### src/rtl/vcm_pkg.sv
package vcm_pkg;
    localparam int DATA_W = 16;
    localparam int OVCI_W = 8;

    typedef logic [DATA_W-1:0] payload_t;
    typedef logic [OVCI_W-1:0] ovci_t;

    typedef struct packed {
        payload_t data;
        logic     eop;
    } cell_t;

    function automatic cell_t make_cell(payload_t d, logic e);
        cell_t c;
        c.data = d;
        c.eop  = e;
        return c;
    endfunction
endpackage

### src/rtl/vcm_merge_table.sv
module vcm_merge_table
    import vcm_pkg::*;
#(
    parameter int NQ = 8,
    parameter int QW = 3
)(
    input  logic          clk,
    input  logic          rst,
    input  logic          we,
    input  logic [QW-1:0] w_idx,
    input  ovci_t         w_vci,
    input  logic          w_ok,
    input  logic [QW-1:0] a_idx,
    output logic          a_ok,
    input  logic [QW-1:0] b_idx,
    output ovci_t         b_vci
);
    ovci_t         vci_tab [NQ];
    logic [NQ-1:0] ok_tab;

    always_ff @(posedge clk) begin
        if (rst) begin
            ok_tab <= '0;
        end else if (we) begin
            ok_tab[w_idx] <= w_ok;
        end
        if (we) begin
            vci_tab[w_idx] <= w_vci;
        end
    end

    assign a_ok  = ok_tab[a_idx];
    assign b_vci = vci_tab[b_idx];
endmodule

### src/rtl/vcm_pool_alloc.sv
module vcm_pool_alloc #(
    parameter int DEPTH = 16,
    parameter int PW    = 4
)(
    input  logic             clk,
    input  logic             rst,
    input  logic             alloc_en,
    input  logic             free_en,
    input  logic [PW-1:0]    free_ptr,
    input  logic [DEPTH-1:0] free_mask,
    output logic [PW-1:0]    alloc_ptr,
    output logic             full
);
    logic [DEPTH-1:0] used;
    logic [DEPTH-1:0] take;
    logic [DEPTH-1:0] give;

    always_comb begin
        alloc_ptr = '0;
        for (int i = DEPTH - 1; i >= 0; i--) begin
            if (!used[i]) alloc_ptr = PW'(i);
        end
    end

    assign full = &used;

    always_comb begin
        take = '0;
        give = free_mask;
        if (alloc_en) take[alloc_ptr] = 1'b1;
        if (free_en)  give[free_ptr]  = 1'b1;
    end

    always_ff @(posedge clk) begin
        if (rst) used <= '0;
        else     used <= (used & ~give) | take;
    end
endmodule

### src/rtl/vcm_cell_store.sv
module vcm_cell_store
    import vcm_pkg::*;
#(
    parameter int DEPTH = 16,
    parameter int PW    = 4,
    parameter int QW    = 3
)(
    input  logic             clk,
    input  logic             rst,
    input  logic             wr_en,
    input  logic [PW-1:0]    wr_ptr,
    input  cell_t            wr_cell,
    input  logic [QW-1:0]    wr_owner,
    input  logic             la_en,
    input  logic [PW-1:0]    la_ptr,
    input  logic [PW-1:0]    la_val,
    input  logic             lb_en,
    input  logic [PW-1:0]    lb_ptr,
    input  logic [PW-1:0]    lb_val,
    input  logic             sp_en,
    input  logic [QW-1:0]    sp_q,
    input  ovci_t            sp_vci,
    input  logic             dc_en,
    input  logic [QW-1:0]    dc_q,
    output logic [DEPTH-1:0] dc_mask,
    input  logic [PW-1:0]    rd_ptr,
    output cell_t            rd_cell,
    output ovci_t            rd_vci,
    output logic [PW-1:0]    rd_next
);
    cell_t            cells [DEPTH];
    ovci_t            vcis  [DEPTH];
    logic [PW-1:0]    nxt   [DEPTH];
    logic [QW-1:0]    owner [DEPTH];
    logic [DEPTH-1:0] in_rq;
    logic [DEPTH-1:0] sp_mask;

    always_comb begin
        for (int c = 0; c < DEPTH; c++) begin
            sp_mask[c] = sp_en && in_rq[c] && (owner[c] == sp_q);
            dc_mask[c] = dc_en && in_rq[c] && (owner[c] == dc_q);
        end
    end

    always_ff @(posedge clk) begin
        if (rst) begin
            in_rq <= '0;
        end else begin
            for (int c = 0; c < DEPTH; c++) begin
                if (wr_en && wr_ptr == PW'(c))      in_rq[c] <= 1'b1;
                else if (sp_mask[c] || dc_mask[c]) in_rq[c] <= 1'b0;
            end
        end
    end

    always_ff @(posedge clk) begin
        for (int c = 0; c < DEPTH; c++) begin
            if (wr_en && wr_ptr == PW'(c)) begin
                cells[c] <= wr_cell;
                owner[c] <= wr_owner;
            end
            if (sp_mask[c]) vcis[c] <= sp_vci;
            if (la_en && la_ptr == PW'(c))      nxt[c] <= la_val;
            else if (lb_en && lb_ptr == PW'(c)) nxt[c] <= lb_val;
        end
    end

    assign rd_cell = cells[rd_ptr];
    assign rd_vci  = vcis[rd_ptr];
    assign rd_next = nxt[rd_ptr];
endmodule

### src/rtl/vcm_reasm_top.sv
module vcm_reasm_top
    import vcm_pkg::*;
#(
    parameter int PORT_W     = 1,
    parameter int VCI_W      = 2,
    parameter int POOL_DEPTH = 16,
    parameter int DROP_W     = 16
)(
    input  logic                    clk,
    input  logic                    rst,
    input  logic                    in_valid,
    input  logic [PORT_W-1:0]       in_port,
    input  logic [VCI_W-1:0]        in_vci,
    input  logic                    in_eop,
    input  logic [DATA_W-1:0]       in_data,
    input  logic                    tbl_we,
    input  logic [PORT_W+VCI_W-1:0] tbl_idx,
    input  logic [OVCI_W-1:0]       tbl_ovci,
    input  logic                    tbl_valid,
    output logic                    out_valid,
    input  logic                    out_ready,
    output logic [OVCI_W-1:0]       out_vci,
    output logic                    out_eop,
    output logic [DATA_W-1:0]       out_data,
    output logic [DROP_W-1:0]       drop_cnt
);
    localparam int QW = PORT_W + VCI_W;
    localparam int NQ = 1 << QW;
    localparam int PW = (POOL_DEPTH > 1) ? $clog2(POOL_DEPTH) : 1;
    localparam int CW = $clog2(POOL_DEPTH + 1);

    logic [PW-1:0]     q_head [NQ];
    logic [PW-1:0]     q_tail [NQ];
    logic [CW-1:0]     q_cnt  [NQ];
    logic [NQ-1:0]     q_done, q_skip;
    logic [PW-1:0]     o_head, o_tail;
    logic [CW-1:0]     o_cnt;
    logic [DROP_W-1:0] drops;

    logic              sp_en;
    logic [QW-1:0]     sp_q, arr_q;
    ovci_t             sp_vci;
    logic              map_ok_arr, pool_full, bad;
    logic              view_empty, arr_drop, arr_store, dc_en, pop;
    logic [PW-1:0]     alloc_ptr, rd_next;
    logic [POOL_DEPTH-1:0] dc_mask;
    cell_t             rd_cell;
    ovci_t             rd_vci;

    // fixed-priority pick of a completed queue: lowest index first
    always_comb begin
        sp_en = 1'b0;
        sp_q  = '0;
        for (int i = NQ - 1; i >= 0; i--) begin
            if (q_done[i]) begin
                sp_en = 1'b1;
                sp_q  = QW'(i);
            end
        end
    end

    assign arr_q      = {in_port, in_vci};
    assign bad        = !map_ok_arr || pool_full;
    assign arr_drop   = in_valid && (q_skip[arr_q] || bad);
    assign arr_store  = in_valid && !arr_drop;
    assign view_empty = (sp_en && sp_q == arr_q) || (q_cnt[arr_q] == '0);
    assign dc_en      = in_valid && !q_skip[arr_q] && bad && !(sp_en && sp_q == arr_q);
    assign out_valid  = (o_cnt != '0);
    assign pop        = out_valid && out_ready;

    vcm_merge_table #(.NQ(NQ), .QW(QW)) u_tab (
        .clk(clk), .rst(rst),
        .we(tbl_we), .w_idx(tbl_idx), .w_vci(tbl_ovci), .w_ok(tbl_valid),
        .a_idx(arr_q), .a_ok(map_ok_arr),
        .b_idx(sp_q), .b_vci(sp_vci)
    );

    vcm_pool_alloc #(.DEPTH(POOL_DEPTH), .PW(PW)) u_alloc (
        .clk(clk), .rst(rst),
        .alloc_en(arr_store), .free_en(pop), .free_ptr(o_head),
        .free_mask(dc_mask), .alloc_ptr(alloc_ptr), .full(pool_full)
    );

    vcm_cell_store #(.DEPTH(POOL_DEPTH), .PW(PW), .QW(QW)) u_store (
        .clk(clk), .rst(rst),
        .wr_en(arr_store), .wr_ptr(alloc_ptr),
        .wr_cell(make_cell(in_data, in_eop)), .wr_owner(arr_q),
        .la_en(arr_store && !view_empty), .la_ptr(q_tail[arr_q]), .la_val(alloc_ptr),
        .lb_en(sp_en && o_cnt != '0), .lb_ptr(o_tail), .lb_val(q_head[sp_q]),
        .sp_en(sp_en), .sp_q(sp_q), .sp_vci(sp_vci),
        .dc_en(dc_en), .dc_q(arr_q), .dc_mask(dc_mask),
        .rd_ptr(o_head), .rd_cell(rd_cell), .rd_vci(rd_vci), .rd_next(rd_next)
    );

    // reassembly queue bookkeeping
    always_ff @(posedge clk) begin
        if (rst) begin
            for (int i = 0; i < NQ; i++) begin
                q_head[i] <= '0;
                q_tail[i] <= '0;
                q_cnt[i]  <= '0;
            end
            q_done <= '0;
            q_skip <= '0;
        end else begin
            if (sp_en) begin
                q_cnt[sp_q]  <= '0;
                q_done[sp_q] <= 1'b0;
            end
            if (dc_en) q_cnt[arr_q] <= '0;
            if (arr_store) begin
                q_tail[arr_q] <= alloc_ptr;
                if (view_empty) begin
                    q_head[arr_q] <= alloc_ptr;
                    q_cnt[arr_q]  <= CW'(1);
                end else begin
                    q_cnt[arr_q]  <= q_cnt[arr_q] + CW'(1);
                end
                if (in_eop) q_done[arr_q] <= 1'b1;
            end
            if (in_valid && !q_skip[arr_q] && bad && !in_eop) q_skip[arr_q] <= 1'b1;
            if (in_valid && q_skip[arr_q] && in_eop)          q_skip[arr_q] <= 1'b0;
        end
    end

    // output list: splice completed packet at tail, pop at head
    always_ff @(posedge clk) begin
        if (rst) begin
            o_head <= '0;
            o_tail <= '0;
            o_cnt  <= '0;
            drops  <= '0;
        end else begin
            if (sp_en) begin
                o_tail <= q_tail[sp_q];
                if (o_cnt == '0 || (pop && o_cnt == CW'(1))) o_head <= q_head[sp_q];
                else if (pop)                                o_head <= rd_next;
            end else if (pop) begin
                o_head <= rd_next;
            end
            o_cnt <= o_cnt - CW'(pop) + (sp_en ? q_cnt[sp_q] : '0);
            if (arr_drop) drops <= drops + DROP_W'(1);
        end
    end

    assign out_data = rd_cell.data;
    assign out_eop  = rd_cell.eop;
    assign out_vci  = rd_vci;
    assign drop_cnt = drops;
endmodule

### config.mk
export PLATFORM = sky130hd
export DESIGN_NAME = vcm_reasm_top
export DESIGN_NICKNAME = d
export VERILOG_FILES = /design/src/rtl/vcm_pkg.sv /design/src/rtl/vcm_merge_table.sv /design/src/rtl/vcm_pool_alloc.sv /design/src/rtl/vcm_cell_store.sv /design/src/rtl/vcm_reasm_top.sv
export SDC_FILE = /design/constraint.sdc
export NUM_CORES = 1
export LEC_CHECK = 0
export ABC_CLOCK_PERIOD_IN_PS = 6100
export BUFFER_PORTS_ARGS = -buffer_cell sky130_fd_sc_hd__buf_2
export CORE_MARGIN = 5
export CORE_UTILIZATION = 40
export CTS_BUF_LIST = sky130_fd_sc_hd__clkbuf_4 sky130_fd_sc_hd__clkbuf_8 sky130_fd_sc_hd__clkbuf_16
export DETAILED_ROUTE_END_ITERATION = 8
export PLACE_DENSITY = 0.58
export SLEW_MARGIN = 20
export SYNTH_ARGS = -nofsm -noshare
export SYNTH_HDL_FRONTEND = slang
export SYNTH_SLANG_ARGS = --single-unit
export TNS_END_PERCENT = 20
### constraint.sdc
create_clock -name clk -period 6.1 [get_ports clk]
set_clock_uncertainty 0.1 [all_clocks]
set_input_delay 0.61 -clock clk [delete_from_list [all_inputs] [get_ports clk]]
set_output_delay 0.61 -clock clk [all_outputs]
set_load 0.005 [all_outputs]
# [Word-level counts from Yosys, hierarchy flattened]
# Memories as Yosys holds them, arrays and structs flattened. A register that Yosys moved wholly into a read port is not among the register bits.
# Cells that the tools add are included.
[op_classes] n_addsub=4 order_cmp=10 n_eq_ne=79 mux=380 bitwise=28 reduce_logical=213
[op_table] op="$mux 4" count=70
[op_table] op="$mux 17" count=15
[op_table] op="$reduce_or 17->1" count=15
[op_table] op="$mux 1" count=246
[op_table] op="$logic_and 1x1->1" count=130
[op_table] op="$eq 3x3->1" count=33
[op_table] op="$eq 4x4->1 const B" count=24
[op_table] op="$mux 3" count=27
[op_table] op="$mux 8" count=7
[op_table] op="$eq 4x3->1 const B" count=12
[op_table] op="$reduce_or 3->1" count=15
[op_table] op="$mux 16" count=2
[op_table] op="$or 16x16->16" count=2
[op_table] op="$reduce_bool 2->1" count=16
[op_table] op="$mux 5" count=5
[op_table] op="$eq 4x2->1 const B" count=6
[op_table] op="$logic_or 1x1->1" count=20
[op_table] op="$or 1x1->1" count=18
[op_table] op="$add 16x1->16 const B" count=1
[op_table] op="$and 16x16->16" count=1
[op_table] op="$and 8x8->8" count=2
[op_table] op="$not 16->16" count=1
[op_table] op="$not 8->8" count=2
[op_table] op="$or 8x8->8" count=2
[op_table] op="20 further kinds" count=42
[totals] reg_bits=81 ramBits=680 out_inout_bits=42 word_cells=745 memories=8
[memory_table] memory="u_store.cells" words=16 width=17 read_ports=1 rd_clocked_by_memory_dff=1 wr=1 line="vcm_cell_store.sv:31" text="cell_t cells [DEPTH];"
[memory_table] memory="u_store.vcis" words=16 width=8 read_ports=1 rd_clocked_by_memory_dff=1 wr=16 line="vcm_cell_store.sv:32" text="ovci_t vcis [DEPTH];"
[memory_table] memory="u_store.nxt" words=16 width=4 read_ports=1 rd_clocked_by_memory_dff=1 wr=16 line="vcm_cell_store.sv:33" text="logic [PW-1:0] nxt [DEPTH];"
[memory_table] memory="u_tab.vci_tab" words=8 width=8 read_ports=1 rd_clocked_by_memory_dff=0 wr=1 line="vcm_merge_table.sv:18" text="ovci_t vci_tab [NQ];"
[memory_table] memory="u_store.owner" words=16 width=3 read_ports=16 rd_clocked_by_memory_dff=0 wr=1 line="vcm_cell_store.sv:34" text="logic [QW-1:0] owner [DEPTH];"
[memory_table] memory="q_cnt" words=8 width=5 read_ports=2 rd_clocked_by_memory_dff=0 wr=8 line="vcm_reasm_top.sv:34" text="logic [CW-1:0] q_cnt [NQ];"
[memory_table] memory="2 more memories"

# [Logic depth before layout (Yosys ltp)]
[depth] depth_word=36 ltp_mapped=21

# [Hierarchy]
# From an unflattened synthesis, not the netlist that was laid out.
[unflattened] cells_unflattened=2220 hier_area_um2=34020.1
[modules_own_cells] module="vcm_cell_store" instances=1 cells_per_inst=1158 area_per_inst_um2=21963.6 seq_area_each_um2=15695.1
[modules_own_cells] module="vcm_reasm_top" instances=1 cells_per_inst=799 area_per_inst_um2=8184.1 seq_area_each_um2=4023.9
[modules_own_cells] module="vcm_merge_table" instances=1 cells_per_inst=134 area_per_inst_um2=2900.3 seq_area_each_um2=2082.0
[modules_own_cells] module="vcm_pool_alloc" instances=1 cells_per_inst=129 area_per_inst_um2=972.2 seq_area_each_um2=320.3

# [Least setup slack after synthesis]
# OpenSTA, ideal clock, no wires.
[synth_path] path_kind="register -> register" start="register q_done[2]" end="register o_cnt[4]" setup_time_ps=128 arrival_ps=3874 setup_slack_ps=1998 stages_incl_launch_ff=21 period_less_slack_ps=4102 path_cell_list="dfxtp_1 -> nand2b_1 -> a21oi_1 -> nor2_1 -> clkbuf_1 -> clkbuf_1 -> buf_2 -> nand2_1 -> a32oi_1 -> nand3_1 -> ha_1 -> inv_1 -> ha_1 -> inv_1 -> fa_1 -> inv_1 -> a21o_1 -> a21oi_1 -> xnor2_1 -> xnor2_1 -> nor2_1"
[synth_via] elab_chain_len=6
[synth_lines] item="from (decl)" line="vcm_reasm_top.sv:35" text="logic [NQ-1:0] q_done, q_skip;"
[synth_lines] item="from (signal assigned)" line="vcm_reasm_top.sv:103" text="q_done <= '0;"
[synth_lines] item="from (signal, indexed assignment)" line="vcm_reasm_top.sv:108" text="q_done[sp_q] <= 1'b0;"
[synth_lines] item="from (signal, indexed assignment)" line="vcm_reasm_top.sv:119" text="if (in_eop) q_done[arr_q] <= 1'b1;"
[synth_lines] item="$mux 3 (3 in series)" line="vcm_reasm_top.sv:55" text="if (q_done[i]) begin"
[synth_lines] item="$mem_v2 8x5"
[synth_lines] item="$mux 5 *" line="vcm_reasm_top.sv:141" text="o_cnt <= o_cnt - CW'(pop) + (sp_en ? q_cnt[sp_q] : '0);"
[synth_lines] item="$add 5x5->5 *" line="vcm_reasm_top.sv:141"
[synth_lines] item="to (signal assigned)" line="vcm_reasm_top.sv:141"
[synth_lines] item="to (decl)" line="vcm_reasm_top.sv:37" text="logic [CW-1:0] o_cnt;"
# Every way passes the cells marked *; elsewhere a longest branch is shown, timed or not.
# A chain may end at the register's enable or synchronous reset.

==> metrics.md <==
| Metric | Value |
|---|---|
| Status | `complete, no violations` |
| Total core area | `82200 um2` |
| Met3 Track Usage GR | `0.0346` |
| WP data arrival | `4.80 ns` |
| Crit end category | `register` |
| Most used cell, CP | `nor2_1` |
| Met2 usage | `0.319` |
| M1 GR Usage | `0.265` |
| Clock Sink Count | `765` |
| Pwr Density | `about 340 nW/um2` |
| Hold_buf cts | `0` |
| First-pass GRT wire length | `132000 um` |
| Synth warnings | `0` |
| Max cap viols | `0` |
| Reg clk slew, reported paths | `0.06 ns` |
| Max incr delay on CP | `1.12 ns` |
| CP startpoint kind | `register` |
| Area contributors post-synth | `edfxtp_1, mux4_2, dfxtp_1` |
| Filler instances | `7157` |
| Final RePlAce weighted congestion | `0.944` |
| Worst path cell trace | `nand4_1 > nor4_1 > a211oi_4 > nand2b_1 > nor2_1 > nor2_1 > o21ai_0` |
| Die Y | `298 um` |
| CTS tree | `built` |
| Syn Nets | `2234` |
| Top Family by Delay on Critical Path | `simple AND/OR/NAND/NOR gates` |
| Worst-Skew Late Latency | `0.66 ns` |
| RSZ-0062 raised after global routing | `false` |
| Most numerous cell in the Yosys netlist | `edfxtp_1` |
| Area fraction of the dominant cell type after synthesis | `0.614` |
| Mapped Area | `33300 um2` |
| Area of the die | `89100 um2` |
| Inserted Clock Buffers | `83` |
| IO Port Bufs | `between 70 and 80` |
| Worst r2r src | `u_alloc.used[0]$_SDFF_PP0_` |
| Antenna violations before repair | `0` |
| Grt ovf | `0` |
| Number of global-route vias before repair | `a little over 20000` |
| EDFF count, synth | `680` |
| Hold Crit Class | `in -> reg` |
| Initial DRC Count | `around 2100` |
| Die X | `298 um` |
| Fraction of layout cells with a size suffix above 1 | `0.214` |
| WL/cell | `25.8 um` |
| CTS Root Cell | `clkbuf_16` |
| Drt first pass iters | `6` |
| I/O Pins | `79` |
| CTS resizes | `0` |
| Vias per cell | `5.85` |
| Buffers inserted by post-CTS timing repair | `0` |
| Pleak | `12.4 nW` |
| Least-Margin Pin Slew | `1.35 ns` |
| Max Root-Sink Buffers | `3` |
| CP max FO | `9` |
| Buf/Inv on CP | `0` |
| Predominant post-synthesis flop cell | `edfxtp_1` |
| Nets | `around 2300` |
| VDD IR max | `approximately 0.24 mV` |
| Num rows | `105` |
| Mapped Avg Cell Area | `15.2 um2` |
| Yosys top cell by area | `edfxtp_1` |
| Final setup fails | `0` |
| GR Util All Layers | `0.195` |
| WP data required | `approximately 6.3 ns` |
| DP HPWL | `~56000 um` |
| Post-synthesis sequential area ratio | `0.665` |
| Tmin final | `4.65 ns` |
| Unique masters post-synth | `85` |
| Synth async-reset ratio | `0` |
| Post-synthesis cell count | `2185` |
| CP max stage cell | `nor4_1` |
| Busiest grt layer | `met2` |
| Final Cycle Share | `0.761` |
| Setup_tns | `0 ns` |
| Post-DRT Antenna Nets | `0` |
| Drc violations | `0` |
| Crit path kind | `reg -> reg` |
| Post-synth top cells | `edfxtp_1, nor2_1, nand2_1` |
| Post-Route WL | `between 80000 and 90000 um` |
| Via count | `19900` |
| Design Power | `0.0128 W` |
| H-tree levels | `3` |
| Max Slew Vio Count | `0` |
| Fmax | `~220 MHz` |
| Largest net degree at the start of global routing | `101` |
| Flops & latches, synth | `~770` |
| Critical Path Start | `u_alloc.used[0]$_SDFF_PP0_` |
| Slew headroom | `0.0893` |
| Initial Util | `0.405` |
| Area Overhead vs Synth | `13.3%` |
| Final Hold Viols | `0` |
| Hold path start | `tbl_ovci[2]` |
## final timing paths
| kind | to | slack [ns] | cells after the start |
|---|---|---|---|
| setup / recovery | q_cnt[1][3]$_SDFFCE_PN0P_ | 1.45 | 7 |
| hold / removal | u_tab.vci_tab[7][2]$_DFFE_PP_ | 0.13 | 1 |
| setup reg to reg | q_cnt[1][3]$_SDFFCE_PN0P_ | 1.45 | 7 |
| hold reg to reg | u_tab.ok_tab[5]$_SDFFE_PP0P_ | 0.39 | 2 |
## state kept, by name, summed over array words and instances, names as in the netlist, named ones only
name	count
u_store.cells	272
drop_cnt	16
u_tab.vci_tab	64
o_head	4
u_alloc.used	16
o_cnt	5
u_store.owner	48
u_store.vcis	128
q_done	8
u_store.in_rq	16
q_skip	1
u_tab.ok_tab	8
o_tail	4
q_head	32
q_cnt	40
u_store.nxt	64
q_tail	32
## routing by layer
layer	routed length [um]	part of all wire
met5	0	0
met3	6550	0.074
met2	42200	0.48
met1	36400	0.41
met4	2770	0.031
## where the power goes
part | switching (W) | leakage [nW] | internal (W)
logic | 0.00110 | 4.12 | 0.000974
clock network | 0.00209 | 1.32 | 0.00269
registers | 0.000143 | 6.98 | 0.00581
## cells in the final DEF, fill, tap and decap left out, types with 9 or more instances in the layout
cell,netlist,layout
clkbuf_16,0,83
and3_1,9,9
nor2_1,191,174
nand3_1,38,38
nand2b_1,26,26
a221o_1,15,15
inv_1,43,42
a31oi_1,9,9
nand4_1,23,23
a222oi_1,11,11
ha_1,11,11
dfxtp_1,85,81
nor2_2,0,16
o32ai_1,12,12
clkinv_1,1,21
xnor2_1,62,62
or2_2,10,10
clkbuf_4,0,16
o211ai_1,25,25
nor3_1,39,36
buf_4,3,60
clkinv_2,0,18
o22ai_1,13,13
buf_2,17,77
nand2_1,155,154
nor2b_1,13,13
and2_1,10,10
o21ai_0,54,53
a221oi_1,11,11
a21o_1,12,12
xor2_1,41,41
a21oi_1,62,62
edfxtp_1,680,680
mux2_2,11,11
mux2i_1,86,86
mux4_2,150,150
## cell families (layout without fill, tap and decap cells)
kind of cell	Yosys count	after routing	synth area share
AOI/OAI and AO/OA	305	305	0.0686
xor gates and xnor gates	103	103	0.0271
adders and majority gates	12	12	0.00474
buffers and inverters	189	335	0.0230
DFF	765	765	0.665
muxes	249	249	0.132
other	0	1	0
and+or+nand+nor	562	562	0.0798
## cell type report
class                           count  area [um2]  area share
Timing Repair Buffer              140         890      0.0236
Antenna cell                        1        2.50   0.0000664
Clock inverter                     48         395      0.0105
Multi-Input combinational cell   1231       10500       0.280
Clock buffer                      102        2240      0.0594
Sequential cell                   765       22100       0.587
Inverter                           45         171     0.00455
Tap cell                         1070        1340      0.0355
## stage by stage
step | util | setup WS [ns] | area (um2) | hold WS [ns] | instances
floorplan | - | 2.00 | 33300 | 0.349 | 2185
global placement | 0.426 | 1.16 | 35100 | 0.361 | 3250
detailed placement | 0.426 | 1.04 | 35100 | 0.371 | 3250
CTS | 0.458 | 1.56 | 37700 | 0.0947 | 3400
global route | 0.459 | 1.34 | 37700 | 0.125 | 3401
finish | 0.459 | 1.45 | 37700 | 0.131 | 3402
Power figures use the tool's default switching activity.
